File: src/rtl/rwb_pkg.sv
package rwb_pkg;
  localparam int unsigned ADDR_W      = 15;
  localparam int unsigned WORD_W      = ADDR_W + 1;
  localparam int unsigned SYNC_STAGES = 2;
endpackage

File: src/rtl/rwb_sync.sv
module rwb_sync #(
  parameter int unsigned W       = 1,
  parameter int unsigned STAGES  = 2,
  parameter logic [W-1:0] RST_VAL = '0
) (
  input  logic         clk_i,
  input  logic         rst_ni,
  input  logic [W-1:0] d_i,
  output logic [W-1:0] q_o
);
  logic [W-1:0] stg_q [STAGES];

  always_ff @(posedge clk_i or negedge rst_ni) begin
    if (!rst_ni) begin
      for (int i = 0; i < STAGES; i++) stg_q[i] <= RST_VAL;
    end else begin
      stg_q[0] <= d_i;
      for (int i = 1; i < STAGES; i++) stg_q[i] <= stg_q[i-1];
    end
  end

  assign q_o = stg_q[STAGES-1];
endmodule

File: src/rtl/rwb_capture.sv
module rwb_capture #(
  parameter int unsigned ADDR_W = 15,
  localparam int unsigned WORD_W = ADDR_W + 1
) (
  input  logic              clk_i,
  input  logic              rst_ni,
  input  logic              upper_s_i,   // synced, active low
  input  logic              uds_s_i,
  input  logic              lds_s_i,
  input  logic [ADDR_W-1:0] addr_s_i,
  output logic [WORD_W-1:0] word_o
);
  logic              prev_q;
  logic [WORD_W-1:0] cand_q;
  logic              cand_vld_q;
  logic [WORD_W-1:0] word_q;
  logic              sel_act;
  logic              a0;
  logic              upper_rise;

  assign sel_act    = !upper_s_i;
  // only the lower strobe active marks an odd byte
  assign a0         = !lds_s_i && uds_s_i;
  assign upper_rise = upper_s_i && !prev_q;

  always_ff @(posedge clk_i or negedge rst_ni) begin
    if (!rst_ni) begin
      prev_q     <= 1'b1;
      cand_q     <= '0;
      cand_vld_q <= 1'b0;
      word_q     <= '0;
    end else begin
      prev_q <= upper_s_i;
      if (sel_act) begin
        cand_q     <= {addr_s_i, a0};
        cand_vld_q <= !uds_s_i || !lds_s_i;
      end
      if (upper_rise && cand_vld_q) word_q <= cand_q;
    end
  end

  assign word_o = word_q;

  p_a0_odd_r2: assert property (@(posedge clk_i) disable iff (!rst_ni)
    (sel_act && !lds_s_i && uds_s_i) |=> (cand_q[0] == 1'b1));

  p_a0_even_r3: assert property (@(posedge clk_i) disable iff (!rst_ni)
    (sel_act && !uds_s_i) |=> (cand_q[0] == 1'b0));

  p_hold_r6: assert property (@(posedge clk_i) disable iff (!rst_ni)
    !(upper_s_i && !prev_q) |=> $stable(word_q));
endmodule

File: src/rtl/rwb_drive.sv
module rwb_drive #(
  parameter int unsigned WORD_W = 16
) (
  input  logic              lower_s_i,  // synced, active low
  input  logic              upper_s_i,  // synced, active low
  input  logic [WORD_W-1:0] word_i,
  output logic [WORD_W-1:0] data_o,
  output logic              data_oe_o,
  output logic              wr_en_no
);
  logic act;

  // a lower-bank access with the upper bank idle fires the write
  assign act       = !lower_s_i && upper_s_i;
  assign data_oe_o = act;
  assign wr_en_no  = !act;
  assign data_o    = act ? word_i : '0;
endmodule

File: src/rtl/rom_write_bridge.sv
module rom_write_bridge
  import rwb_pkg::*;
#(
  parameter int unsigned AW = ADDR_W,
  localparam int unsigned DW = AW + 1,
  localparam int unsigned SW = AW + 4
) (
  input  logic          clk_i,
  input  logic          rst_ni,
  input  logic          upper_sel_ni,
  input  logic          lower_sel_ni,
  input  logic          uds_ni,
  input  logic          lds_ni,
  input  logic [AW-1:0] addr_i,
  output logic [DW-1:0] data_o,
  output logic          data_oe_o,
  output logic          wr_en_no
);
  localparam logic [SW-1:0] SYNC_RST = {4'hF, {AW{1'b0}}};

  logic [SW-1:0] raw_bus, sync_bus;
  logic [DW-1:0] word;
  logic [1:0]    age_q;

  assign raw_bus = {upper_sel_ni, lower_sel_ni, uds_ni, lds_ni, addr_i};

  rwb_sync #(.W(SW), .STAGES(SYNC_STAGES), .RST_VAL(SYNC_RST)) u_sync (
    .clk_i (clk_i),
    .rst_ni(rst_ni),
    .d_i   (raw_bus),
    .q_o   (sync_bus)
  );

  rwb_capture #(.ADDR_W(AW)) u_capture (
    .clk_i    (clk_i),
    .rst_ni   (rst_ni),
    .upper_s_i(sync_bus[SW-1]),
    .uds_s_i  (sync_bus[SW-3]),
    .lds_s_i  (sync_bus[SW-4]),
    .addr_s_i (sync_bus[AW-1:0]),
    .word_o   (word)
  );

  rwb_drive #(.WORD_W(DW)) u_drive (
    .lower_s_i(sync_bus[SW-2]),
    .upper_s_i(sync_bus[SW-1]),
    .word_i   (word),
    .data_o   (data_o),
    .data_oe_o(data_oe_o),
    .wr_en_no (wr_en_no)
  );

  // cycles since reset, used to keep timing properties off stale pipeline state
  always_ff @(posedge clk_i or negedge rst_ni) begin
    if (!rst_ni) age_q <= '0;
    else if (age_q != 2'd3) age_q <= age_q + 2'd1;
  end

  p_data_match_r4: assert property (@(posedge clk_i) disable iff (!rst_ni)
    !wr_en_no |-> (data_o == word));

  p_we_latency_r7: assert property (@(posedge clk_i) disable iff (!rst_ni)
    (age_q == 2'd3 && !lower_sel_ni && !$past(lower_sel_ni) && upper_sel_ni
     && $past(upper_sel_ni)) |=> (!wr_en_no && data_oe_o));

  p_we_release_r7: assert property (@(posedge clk_i) disable iff (!rst_ni)
    (age_q == 2'd3 && lower_sel_ni && $past(lower_sel_ni)) |=> (wr_en_no && !data_oe_o));

  p_no_we_upper_r8: assert property (@(posedge clk_i) disable iff (!rst_ni)
    (age_q == 2'd3 && !upper_sel_ni && !$past(upper_sel_ni)) |=> (wr_en_no && !data_oe_o));
endmodule

File: config.mk
export PLATFORM = sky130hd
export DESIGN_NAME = rom_write_bridge
export DESIGN_NICKNAME = d
export VERILOG_FILES = /design/src/rtl/rwb_pkg.sv /design/src/rtl/rwb_sync.sv /design/src/rtl/rwb_capture.sv /design/src/rtl/rwb_drive.sv /design/src/rtl/rom_write_bridge.sv
export SDC_FILE = /design/constraint.sdc
export NUM_CORES = 1
export LEC_CHECK = 0
export ABC_AREA = 0
export CAP_MARGIN = 25
export CORE_ASPECT_RATIO = 0.5
export CORE_MARGIN = 2
export CORE_UTILIZATION = 30
export CTS_CLUSTER_DIAMETER = 150
export DETAILED_ROUTE_END_ITERATION = 7
export GPL_ROUTABILITY_DRIVEN = 0
export REMOVE_ABC_BUFFERS = 1
export SETUP_SLACK_MARGIN = 0.15
export SYNTH_ARGS = -nofsm -noshare
export SYNTH_HDL_FRONTEND = slang
export SYNTH_SLANG_ARGS = --single-unit
File: constraint.sdc
create_clock -name clk_i -period 1.7 [get_ports clk_i]
set_input_delay 0.255 -clock clk_i [delete_from_list [all_inputs] [get_ports clk_i]]
set_output_delay 0.255 -clock clk_i [all_outputs]
set_load 0.005 [all_outputs]
== After elaboration in Yosys (flattened, before gate mapping) ==
Cells that the tools add are included.
W data, S select, Z words.

* Bits in registers: 72
* Output and inout port bits: 18

* Multiplexer cells: 1
* Reduce and logical (&&, ||, !) cells: 10

{| class="wikitable"
|+ Operators with widths
! kind !! count
|-
| $mux W16 || 1
|-
| $logic_not A1 Y1 || 5
|-
| $logic_and A1 B1 Y1 || 4
|-
| $logic_or A1 B1 Y1 || 1
|}

== Depth between registers and ports, before layout ==
Gate-level depths: netlist (run 1).

* Word-level depth: 3
* Mapped depth: 4

== Cells and area by module ==
From an unflattened synthesis (run 1), not the netlist that was laid out.

* Cell total of the unflattened synthesis: 151
* Area, all modules: 2595.0 sq um

{| class="wikitable"
|+ By module, submodules not included
! module !! times used !! cells each !! area each (sq um)
|-
| rwb_capture || 1 || 74 || 1316.3
|-
| rwb_sync || 1 || 57 || 1103.6
|-
| rwb_drive || 1 || 20 || 175.2
|}

== Least setup slack after synthesis (run 1) ==
OpenSTA, ideal clock, no wires.

* Path type: register to output
* From: reg u_sync.stg_q (netlist bit u_sync.q_o[18])
* To: out data_o[10]
* Data arrival time: 1160 ps
* Required time: 1445 ps
* Slack: 285 ps
* Stages on the path, launching flop included: 4
* Buffers on the path: 1
* Path through: dfstp_2 > nor2b_1 > buf_2 > and2_1

* Longest elaborated chain between the ends: 2

{| class="wikitable"
|+ RTL lines
! what !! line !! text
|-
| start: declaration || rwb_sync.sv:11 || <nowiki>logic [W-1:0] stg_q [STAGES];</nowiki>
|-
| $logic_and A1 B1 Y1 || rwb_drive.sv:14 || <nowiki>assign act = !lower_s_i && upper_s_i;</nowiki>
|-
| via data_oe_o || rom_write_bridge.sv:16 || <nowiki>output logic data_oe_o,</nowiki>
|-
| $mux W16 || rwb_drive.sv:17 || <nowiki>assign data_o = act ? word_i : '0;</nowiki>
|-
| end: declaration || rom_write_bridge.sv:15 || <nowiki>output logic [DW-1:0] data_o,</nowiki>
|}

The timed path passes the listed nets, and every way through them passes these cells.

== Worst setup path after layout (run 1) ==
* From: reg u_sync.stg_q (netlist bit u_sync.q_o[18])
* To: out data_o[14]

* Longest elaborated chain between the ends: 2

{| class="wikitable"
|+ RTL lines
! what !! line
|-
| $logic_and A1 B1 Y1 || rwb_drive.sv:14
|-
| $mux W16 || rwb_drive.sv:17
|}

Every way passes these cells.

==> results.txt, run 1 <==
----------------------------------------------------
[Critical path]
  Critical-path maximum fanout ... 4
  Critical Path Source Type ... flop
  Slack of the worst reg-to-reg path ... 0.18 ns
  End of the worst register-to-register path ... u_capture.word_o[6]
  Start point of the critical path ... u_sync.q_o[18]
  Endpoint arrival time on the critical path ... 1.59 ns
  Worst setup path category ... flop to output pin
  Reg2Reg Depth ... 4
  Capturing element type of the critical path ... output pin
  Critical path data required time ... about 1.4 ns
  RR Startpoint ... u_sync.q_o[18]
  Last element of the critical path ... data_o[14]

[Yosys]
  Ranking of synthesized cells by area ... sky130_fd_sc_hd__dfrtp_1, sky130_fd_sc_hd__mux2_2, sky130_fd_sc_hd__dfstp_2
  Post-synthesis area per instance ... ~18 µm²
  Yosys warning total ... 0
  Number of different library cells in the post-synthesis netlist ... 13
  Fraction of the yosys area taken by sequential cells ... 75.78%
  Post-synth top area share ... 65.90%
  Seq cells post-synth ... 72
  Cell type contributing the most total cell area after synthesis ... sky130_fd_sc_hd__dfrtp_1
  Synth Instances ... 131
  Cell Area, Synth ... about 0.0024 mm²

[Routing]
  Routed via count ... around 1200
  Final routed DRC violation total ... 0
  Antenna-violating nets left ... 0
  Wire length reported by the detailed router ... ~4.0 mm
  Routed len/inst ... around 13 µm
  Detailed-router iteration count before antenna repair ... 4
  Post-detailed-route via-to-cell ratio ... about 4.0
  1st-iter DRT viols ... 12

[Placement]
  Quantity of I/O buffers inserted on ports ... 38
  Sum of net half-perimeters after detailed placement ... about 2.3 mm

[Timing]
  Final setup violation count ... 15
  Max Slew Vio Count ... 0
  Transition time of the tightest slew-check pin ... 0.4472 ns
  Tightest hold margin ... about 0.34 ns
  Normalized max-slew margin ... between 70% and 80%
  Setup skew after layout ... ~0.003 ns
  Unrepaired setup endpoints after global routing ... yes
  Hold Vio Cnt, Final ... 0
  Setup WS post-layout ... -0.1485 ns
  Sum of negative setup slack ... -1.199 ns
  Clock period minus final worst setup slack ... 1.848 ns
  Maximum operating frequency ... 0.5410 GHz
  Final worst-path cycle share ... 108.7%

[Global routing]
  Overflow left after global routing ... 0
  Pin count of the biggest net entering global routing ... 39
  Aggregate global-route resource usage ... roughly a tenth
  Global-route wire length before repair ... roughly 6.6 mm
  Antenna violations before repair ... 0
  Via count of the first global-routing pass ... about 1400

[Final layout]
  Share of cells above drive strength 1 ... a little under three fifths
  Fin util ... 47.35%
  Count of inserted antenna diode cells ... 0
  Commonest cells after routing, fill and taps aside ... sky130_fd_sc_hd__dfrtp_1, sky130_fd_sc_hd__buf_6, sky130_fd_sc_hd__mux2_2
  Growth of design area from synthesis to finish ... 48.74%
  Final-stage net count ... 220
  Most common cell after layout, fill and taps aside ... sky130_fd_sc_hd__dfrtp_1

[Clocking]
  Clock network latency to the later pin of the worst-skew pair ... 0.33 ns
  Longest Clk Path Bufs ... 2
  Root Buffer Master ... sky130_fd_sc_hd__clkbuf_16
  Num Clock Sinks ... 72
  CTS buffer count ... 9
  Number of levels the H-tree was split into ... 3
  Clock tree from TritonCTS ... built
  Clk pin slew, worst setup/hold paths ... around 0.050 ns

[Worst hold path]
  Cell depth of the worst hold path ... 1
  Hold WC Path Type ... primary input to flop

[Power]
  Largest vdd supply drop ... 482.7 µV
  Ratio of total power to cell area ... ~1300 mW/mm²
  Static power due to leakage ... 1.617 nW

[Floorplanning]
  I/O Pins ... 39
  Floorplan die height ... about 67 µm
  Count of standard-cell rows ... 22
  Starting density of the core ... between 30% and 40%
  Core Region ... 0.007515 mm²
  Horizontal die dimension ... ~130 µm
  Die Footprint ... 0.008748 mm²

[Status]
  Outcome ... finished, violations left
  Violated checks ... setup timing

[Job]
  Number of violations of the max-capacitance limit ... 0

----------------------------------------------------
## through the flow
stage	total power, mW	cell area, µm²	worst slack [ns]	std cells
after floorplan	2.192	2360	-0.06309	127
after global placement	2.386	2920	-0.05179	278
after detailed placement	2.405	2920	-0.06909	278
after CTS	4.639	3518	-0.1741	311
after global routing	4.796	3558	-0.2310	312
final	4.605	3558	-0.1485	312
## worst min path at each step
stage,start,endpoint
after floorplan,rst_ni,u_capture.cand_q[0]
after global placement,rst_ni,u_sync.stg_q[22]
after detailed placement,rst_ni,u_sync.q_o[3]
after CTS,lds_ni,u_sync.stg_q[34]
after global routing,uds_ni,u_sync.stg_q[35]
final,uds_ni,u_sync.stg_q[35]
## layout make-up
type,count,area [µm²]
Fill cell,621,3956
Sequential cell,72,1813
Clock buffer,11,242.7
Clock inverter,5,103.9
Inverter,1,6.256
Multi-Input combinational cell,54,590.6
Timing Repair Buffer,61,666.9
Tap cell,108,135.1
## kinds of logic (layout without fill, tap and decap cells)
kind of cell / Yosys count / after routing / share of synthesized area (%)
flops: 72 / 72 / 75.78
compound gates: 1 / 1 / 0.2090
mux: 32 / 32 / 16.63
buf+inv: 5 / 78 / 1.517
simple gates: 21 / 21 / 5.858
## flip-flops by register name (all words and copies together) (netlist names)
name and flops:
u_sync.q_o 19, u_capture.cand_vld_q 1, u_capture.cand_q 16, u_capture.word_o 16, u_capture.prev_q 1, u_sync.stg_q 19
## power breakdown
| part | internal [mW] | leakage [nW] | switching (mW) | total [mW] |
|---|---|---|---|---|
| combinational | 0.341 | 0.614 | 0.148 | 0.489 |
| sequential | 1.90 | 0.833 | 0.0877 | 1.99 |
| clock | 1.47 | 0.170 | 0.654 | 2.13 |
## repair_timing
| item | CTS | global route |
|---|---|---|
| hold buffers | 1 | 0 |
| setup buffers | 14 | 1 |
| pin swaps | 14 | 0 |
| gates resized for setup | 118 | 8 |
| endpoints found under the hold margin | 12 | 0 |
| gates cloned | 2 | 0 |
| setup endpoints to repair | 34 | 31 |
## cell usage after synthesis
cell type / instances
sky130_fd_sc_hd__dfrtp_1: 63
sky130_fd_sc_hd__nand2_1: 2
sky130_fd_sc_hd__o21ai_0: 1
sky130_fd_sc_hd__buf_6: 2
sky130_fd_sc_hd__nand2b_1: 1
sky130_fd_sc_hd__mux2_4: 10
sky130_fd_sc_hd__dfstp_2: 9
sky130_fd_sc_hd__mux2_2: 22
sky130_fd_sc_hd__inv_1: 1
sky130_fd_sc_hd__buf_2: 2
sky130_fd_sc_hd__and2_1: 16
sky130_fd_sc_hd__nor2b_1: 1
sky130_fd_sc_hd__nand3b_4: 1
## worst max-delay path: stages (launching register included)
cell                      delay [ns]
sky130_fd_sc_hd__dfstp_2        0.53
sky130_fd_sc_hd__nor2b_4        0.22
sky130_fd_sc_hd__buf_6          0.14
sky130_fd_sc_hd__buf_6          0.10
sky130_fd_sc_hd__buf_6          0.08
sky130_fd_sc_hd__and2_4         0.12
sky130_fd_sc_hd__buf_6          0.09
## metal layers
metal  share of wire [%]  global-route usage [%]  vias up  wire, µm
li1                    -                       -      570         -
met2                  52                   17.74       20      2076
met1                  42                   11.74      642      1646
met3                 4.6                   5.388        7       181
met4                 1.3                   3.226        0        53
met5                   0                       0        -         0
Power figures use the tool's default switching activity.
==> run 2: changes to the inputs <==
--- a/config.mk
+++ b/config.mk
@@ -13,8 +13,10 @@
 export CTS_CLUSTER_DIAMETER = 150
 export DETAILED_ROUTE_END_ITERATION = 7
 export GPL_ROUTABILITY_DRIVEN = 0
+export HOLD_SLACK_MARGIN = 0.03
 export REMOVE_ABC_BUFFERS = 1
 export SETUP_SLACK_MARGIN = 0.15
 export SYNTH_ARGS = -nofsm -noshare
 export SYNTH_HDL_FRONTEND = slang
 export SYNTH_SLANG_ARGS = --single-unit
+export TNS_END_PERCENT = 1
==> results.txt, run 2 (synthesis gave the netlist of run 1 again) <==
----------------------------------------------------
[Placement]
  Sum of net half-perimeters after detailed placement ... 2.284 mm (unchanged)
  Standard cell area after detailed placement ... 0.002920 mm² (unchanged)
  Quantity of I/O buffers inserted on ports ... 38 (unchanged)

[Timing]
  Setup skew after layout ... 0.004591 ns (was 0.003051 ns)
  Final setup violation count ... 14 (was 15)
  Unrepaired setup endpoints after global routing ... yes (unchanged)
  Clock period minus final worst setup slack ... 1.850 ns (was 1.848 ns)
  Normalized max-slew margin ... 70.22% (was 70.19%)
  Setup WS post-layout ... -0.1501 ns (was -0.1485 ns)
  Final worst-path cycle share ... 108.8% (was 108.7%)
  Sum of negative setup slack ... -1.195 ns (was -1.199 ns)
  Maximum operating frequency ... 0.5405 GHz (was 0.5410 GHz)
  Hold Vio Cnt, Final ... 0 (unchanged)
  Transition time of the tightest slew-check pin ... 0.4466 ns (was 0.4472 ns)
  Max Slew Vio Count ... 0 (unchanged)
  Tightest hold margin ... 0.3415 ns (was 0.3400 ns)

[Final layout]
  Final-stage net count ... 217 (was 220)
  Fillers ... 634 (was 621)
  Most common cell after layout, fill and taps aside ... sky130_fd_sc_hd__dfrtp_1 (unchanged)
  Commonest cells after routing, fill and taps aside ... sky130_fd_sc_hd__dfrtp_1, sky130_fd_sc_hd__buf_6, sky130_fd_sc_hd__mux2_2 (unchanged)
  Storage cell area ... 0.001813 mm² (unchanged)
  Multi-input logic area ... 583.1 µm² (was 590.6 µm²)
  Final standard cell area without fillers ... 0.003458 mm² (was 0.003558 mm²)
  Share of cells above drive strength 1 ... 54.23% (was 56.86%)
  Count of inserted antenna diode cells ... 0 (unchanged)
  Growth of design area from synthesis to finish ... 44.56% (was 48.74%)

[Routing]
  Wire length reported by the detailed router ... 3.837 mm (was 3.958 mm)
  1st-iter DRT viols ... 17 (was 12)
  Final routed DRC violation total ... 0 (unchanged)
  Routed len/inst ... 12.42 µm (was 12.69 µm)
  Post-detailed-route via-to-cell ratio ... 3.945 (was 3.971)
  Routed via count ... 1219 (was 1239)
  Antenna-violating nets left ... 0 (unchanged)
  Detailed-router iteration count before antenna repair ... 3 (was 4)

[Clocking]
  Root Buffer Master ... sky130_fd_sc_hd__clkbuf_16 (unchanged)
  Clock tree from TritonCTS ... built (unchanged)
  Clock network latency to the later pin of the worst-skew pair ... 0.32 ns (was 0.33 ns)
  Clk pin slew, worst setup/hold paths ... 0.06 ns (was 0.05 ns)
  Num Clock Sinks ... 72 (unchanged)
  CTS buffer count ... 9 (unchanged)
  Number of levels the H-tree was split into ... 3 (unchanged)
  Longest Clk Path Bufs ... 2 (unchanged)

[Power]
  Share of power burned in registers ... 43.7% (was 43.2%)
  Design internal power ... 3.686 mW (was 3.715 mW)
  Largest vdd supply drop ... 478.7 µV (was 482.7 µV)
  Switching part of the total ... 19.13% (was 19.32%)
  Ratio of total power to cell area ... 1318 mW/mm² (was 1294 mW/mm²)
  Static power due to leakage ... 1.578 nW (was 1.617 nW)
  P_sw ... 0.8718 mW (was 0.8898 mW)
  Relative contribution of the clock network to total power ... 46.4% (was 46.1%)
  Part of the total power dissipated in combinational logic ... 9.9% (was 10.6%)

[Floorplanning]
  I/O Pins ... 39 (unchanged)
  Core Region ... 0.007515 mm² (unchanged)
  Starting density of the core ... 31.83% (unchanged)
  Horizontal die dimension ... 130.3 µm (unchanged)
  Die Footprint ... 0.008748 mm² (unchanged)
  Floorplan die height ... 67.15 µm (unchanged)
  Count of standard-cell rows ... 22 (unchanged)

[Critical path]
  Critical Path Source Type ... flop (unchanged)
  Most numerous cell on the critical path ... sky130_fd_sc_hd__buf_6 (unchanged)
  Critical-path maximum fanout ... 4 (unchanged)
  Worst setup path category ... flop to output pin (unchanged)
  Slowest library cell on the worst path ... sky130_fd_sc_hd__dfstp_2 (unchanged)
  Cell breakdown of the critical path ... nor2b_4 > buf_6 > buf_6 > buf_6 > and2_4 > buf_6 (unchanged)
  Crit-path max cell delay ... 0.52 ns (was 0.53 ns)
  Capturing element type of the critical path ... output pin (unchanged)
  Endpoint arrival time on the critical path ... 1.60 ns (was 1.59 ns)
  Critical path data required time ... 1.44 ns (about the same)

[Global routing]
  Via count of the first global-routing pass ... 1344 (was 1366)
  Overflow left after global routing ... 0 (unchanged)
  Antenna violations before repair ... 0 (unchanged)
  Global-route wire length before repair ... 6.617 mm (was 6.637 mm)
  Aggregate global-route resource usage ... 10.53% (was 10.47%)
  Pin count of the biggest net entering global routing ... 39 (unchanged)

[Status]
  Violated checks ... setup timing (unchanged)
  Outcome ... finished, violations left (unchanged)

[Worst hold path]
  Hold WC Path Type ... flop to flop (was primary input to flop)

[Job]
  Number of violations of the max-capacitance limit ... 0 (unchanged)

----------------------------------------------------
## run 2: cell types whose count changed in the layout (fill, tap and decap cells not counted), sizes merged
| cell | change |
|---|---|
| buf | -4 |
| clkbuf | +1 |
## run 2: what timing repair did
item                                    in CTS  in global routing
hold buffers                                 1                  0
hold endpoints to repair                    12                  0
endpoints found under the setup margin      34                 34
resized for setup                           94                 18
gates cloned                                 2                  0
buffers inserted                            12                  0
pin swaps                                    8                  1
## run 2: worst paths after layout
path / startpoint / end / slack (ns) / depth (start not counted)
min in group asynchronous: rst_ni / u_sync.stg_q[28] / 0.42 / 2
min reg2reg: u_sync.stg_q[19] / u_sync.q_o[0] / 0.34 / 0
min: u_sync.stg_q[19] / u_sync.q_o[0] / 0.34 / 0
max in group asynchronous: rst_ni / u_sync.q_o[18] / 0.65 / 3
max: u_sync.q_o[18] / data_o[14] / -0.15 / 6
max reg2reg: u_sync.q_o[18] / u_capture.word_o[10] / 0.08 / 3
## run 2: power by group through the flow
stage / Clock (mW) / Combinational [mW] / Sequential, mW
floorplan: 0 / 0.205 / 1.99
global placement: 0 / 0.388 / 2.00
detailed placement: 0 / 0.396 / 2.01
CTS: 2.17 / 0.427 / 1.99
global route: 2.26 / 0.490 / 2.01
finish: 2.12 / 0.452 / 1.99
## run 2: cell type report
cell class,count,share of cell area (%)
Tap cell,108,3.907
Sequential cell,72,52.42
Timing Repair Buffer,58,16.68
Inverter,1,0.1085
Clock buffer,11,7.019
Multi-Input combinational cell,54,16.86
Clock inverter,5,3.003
## run 2: through the flow
stage,setup slack (ns),cells,utilization (%),total power [mW]
3_5_place_dp,-0.06909,278,38.86,2.405
6_report,-0.1501,309,46.02,4.558
2_1_floorplan,-0.06309,127,-,2.192
5_1_grt,-0.2364,309,46.02,4.757
4_1_cts,-0.1741,309,45.10,4.581
3_3_place_gp,-0.05179,278,38.86,2.386
## run 2: routing by layer
layer	GRT usage, %	vias to the layer above	wire (µm)
met3	5.309	8	154
li1	-	563	-
met4	4.032	0	51
met1	11.75	630	1606
met5	0	-	0
met2	17.60	18	2025
## run 2: worst max-delay path, delay by kind of cell (launching register included)
kind | cells | cell delay (ns)
flip-flops | 1 | 0.52
buffers and inverters | 4 | 0.41
AND/OR/NAND/NOR | 2 | 0.34
==> run 3: changes to the inputs <==
--- a/config.mk
+++ b/config.mk
@@ -9,11 +9,12 @@
 export CAP_MARGIN = 25
 export CORE_ASPECT_RATIO = 0.5
 export CORE_MARGIN = 2
-export CORE_UTILIZATION = 30
+export CORE_UTILIZATION = 40
 export CTS_CLUSTER_DIAMETER = 150
 export DETAILED_ROUTE_END_ITERATION = 7
 export GPL_ROUTABILITY_DRIVEN = 0
 export HOLD_SLACK_MARGIN = 0.03
+export PLACE_DENSITY = 0.6
 export REMOVE_ABC_BUFFERS = 1
 export SETUP_SLACK_MARGIN = 0.15
 export SYNTH_ARGS = -nofsm -noshare
==> results.txt, run 3 (synthesis gave the netlist of run 1 again) <==
----------------------------------------------------
[Critical path]
  Critical-path maximum fanout ... 3 (was 4)
  Critical Path Source Type ... flop (unchanged)
  Endpoint arrival time on the critical path ... 1.57 ns (was 1.60 ns)
  Number of buffers and inverters on the critical path ... 4 (unchanged)
  Cell breakdown of the critical path ... nor2b_4 > buf_6 > buf_6 > buf_6 > and2_4 > buf_6 (unchanged)
  Critical path's top delay family ... flip-flops (unchanged)
  Worst setup path category ... flop to output pin (unchanged)
  Slowest library cell on the worst path ... sky130_fd_sc_hd__dfstp_2 (unchanged)
  Most numerous cell on the critical path ... sky130_fd_sc_hd__buf_6 (unchanged)
  Capturing element type of the critical path ... output pin (unchanged)
  Crit-path max cell delay ... 0.53 ns (was 0.52 ns)
  Critical path data required time ... 1.44 ns (about the same)

[Clocking]
  Number of levels the H-tree was split into ... 3 (unchanged)
  Clock network latency to the later pin of the worst-skew pair ... 0.32 ns (about the same)
  Root Buffer Master ... sky130_fd_sc_hd__clkbuf_16 (unchanged)
  Clock tree from TritonCTS ... built (unchanged)
  Num Clock Sinks ... 72 (unchanged)
  Longest Clk Path Bufs ... 2 (unchanged)
  CTS buffer count ... 9 (unchanged)
  Clk pin slew, worst setup/hold paths ... 0.05 ns (was 0.06 ns)

[Routing]
  Detailed-router iteration count before antenna repair ... 3 (unchanged)
  Routed len/inst ... 13.73 µm (was 12.42 µm)
  Post-detailed-route via-to-cell ratio ... 4.444 (was 3.945)
  Wire length reported by the detailed router ... 3.679 mm (was 3.837 mm)
  1st-iter DRT viols ... 22 (was 17)
  Antenna-violating nets left ... 0 (unchanged)
  Final routed DRC violation total ... 0 (unchanged)
  Routed via count ... 1191 (was 1219)

[Global routing]
  Via count of the first global-routing pass ... 1233 (was 1344)
  Pin count of the biggest net entering global routing ... 39 (unchanged)
  Aggregate global-route resource usage ... 13.37% (was 10.53%)
  Antenna violations before repair ... 0 (unchanged)
  Overflow left after global routing ... 0 (unchanged)
  Global-route wire length before repair ... 6.182 mm (was 6.617 mm)

[Final layout]
  Count of inserted antenna diode cells ... 0 (unchanged)
  Final-stage net count ... 211 (was 217)
  Commonest cells after routing, fill and taps aside ... sky130_fd_sc_hd__dfrtp_1, sky130_fd_sc_hd__mux2_2, sky130_fd_sc_hd__clkdlybuf4s50_1 (was sky130_fd_sc_hd__dfrtp_1, sky130_fd_sc_hd__buf_6, sky130_fd_sc_hd__mux2_2)
  Growth of design area from synthesis to finish ... 36.87% (was 44.56%)
  Share of cells above drive strength 1 ... 49.23% (was 54.23%)
  Most common cell after layout, fill and taps aside ... sky130_fd_sc_hd__dfrtp_1 (unchanged)
  Final standard cell area without fillers ... 0.003274 mm² (was 0.003458 mm²)

[Timing]
  Normalized max-slew margin ... 70.67% (was 70.22%)
  Sum of negative setup slack ... -1.151 ns (was -1.195 ns)
  Final worst-path cycle share ... 107.4% (was 108.8%)
  Final setup violation count ... 15 (was 14)
  Maximum operating frequency ... 0.5475 GHz (was 0.5405 GHz)
  Max Slew Vio Count ... 0 (unchanged)
  Hold Vio Cnt, Final ... 0 (unchanged)
  Unrepaired setup endpoints after global routing ... yes (unchanged)
  Clock period minus final worst setup slack ... 1.826 ns (was 1.850 ns)
  Transition time of the tightest slew-check pin ... 0.4399 ns (was 0.4466 ns)
  Setup skew after layout ... 0.004588 ns (was 0.004591 ns)
  Setup WS post-layout ... -0.1264 ns (was -0.1501 ns)

[Power]
  Ratio of total power to cell area ... 1290 mW/mm² (was 1318 mW/mm²)
  Largest vdd supply drop ... 725.9 µV (was 478.7 µV)
  Static power due to leakage ... 1.513 nW (was 1.578 nW)

[Floorplanning]
  Count of standard-cell rows ... 19 (was 22)
  I/O Pins ... 39 (unchanged)
  Core Region ... 0.005634 mm² (was 0.007515 mm²)
  Die Footprint ... 0.006653 mm² (was 0.008748 mm²)
  Floorplan die height ... 58.69 µm (was 67.15 µm)
  Starting density of the core ... 42.46% (was 31.83%)
  Horizontal die dimension ... 113.4 µm (was 130.3 µm)

[Worst hold path]
  Hold WC Path Type ... primary input to flop (was flop to flop)

[Job]
  Number of violations of the max-capacitance limit ... 0 (unchanged)

[Status]
  Violated checks ... setup timing (unchanged)
  Outcome ... finished, violations left (unchanged)

[Placement]
  Sum of net half-perimeters after detailed placement ... 2.224 mm (was 2.284 mm)
  Standard cell area after detailed placement ... 0.002872 mm² (was 0.002920 mm²)
  Quantity of I/O buffers inserted on ports ... 38 (unchanged)

----------------------------------------------------
run 3: changes by cell type in the layout (fill, tap and decap cells not counted):
cell                        previous run  this run
sky130_fd_sc_hd__bufinv_16             3         1
sky130_fd_sc_hd__and2_4               13         7
sky130_fd_sc_hd__buf_6                25        16
sky130_fd_sc_hd__clkinv_2              1         2
sky130_fd_sc_hd__clkbuf_8              1         2
sky130_fd_sc_hd__buf_2                 5        10
sky130_fd_sc_hd__and2_1                3         9
sky130_fd_sc_hd__clkbuf_1              1         2
sky130_fd_sc_hd__clkinv_4              1         0
sky130_fd_sc_hd__buf_12                1         2
sky130_fd_sc_hd__buf_4                 6         3
run 3: what timing repair did:
action | 4_1_cts | 5_1_grt
hold buffers | 1 | 0
gates cloned | 1 | 0
endpoints found under the hold margin | 30 | 0
setup buffers | 8 | 0
gates resized for setup | 91 | 7
pin swaps | 13 | 1
setup endpoints to repair | 34 | 34
run 3: per-layer routing:
metal	part of all wire [%]	vias up	global-route usage [%]
met3	5.4	5	6.488
li1	-	552	-
met1	43	610	15.76
met4	1.2	0	7.317
met5	0	-	0
met2	50	24	20.62
run 3: metrics by stage:
| stage | util [%] | worst slack (ns) | total power [mW] | std cells | hold slack, ns |
|---|---|---|---|---|---|
| 6_report | 58.12 | -0.1264 | 4.224 | 268 | 0.3387 |
| 5_1_grt | 58.12 | -0.1929 | 4.418 | 268 | 0.3269 |
| 4_1_cts | 57.74 | -0.1326 | 4.277 | 268 | 0.3214 |
| 3_5_place_dp | 50.97 | -0.09165 | 2.403 | 242 | 0.2316 |
| 3_3_place_gp | 50.97 | -0.04032 | 2.382 | 242 | 0.2224 |
| 2_1_floorplan | - | -0.06309 | 2.192 | 127 | -0.04059 |
run 3: area by class of cell:
type / instances / area, µm²
fillers: 448 / 2360
flip-flops and latches: 72 / 1813
multi-input cells: 54 / 568.0
repair buffers: 52 / 498.0
clock buffers: 13 / 260.3
well taps: 73 / 91.34
clock inverters: 3 / 40.04
inverters: 1 / 3.754
run 3: worst paths after layout:
path / cells past startpoint / to / start / slack [ns]
max: 6 / data_o[0] / u_sync.q_o[18] / -0.13
min: 1 / u_sync.stg_q[35] / uds_ni / 0.34
max reg2reg: 3 / u_capture.word_o[10] / u_sync.q_o[18] / 0.03
min reg2reg: 0 / u_sync.q_o[7] / u_sync.stg_q[26] / 0.34
max in group asynchronous: 3 / u_sync.stg_q[34] / rst_ni / 0.67
min in group asynchronous: 2 / u_sync.stg_q[30] / rst_ni / 0.42
run 3: power by group:
part	switching, mW	total (mW)	internal, mW
clock network	0.614	1.82	1.21
registers	0.0821	1.99	1.90
logic	0.133	0.415	0.281
total	0.829	4.22	3.39
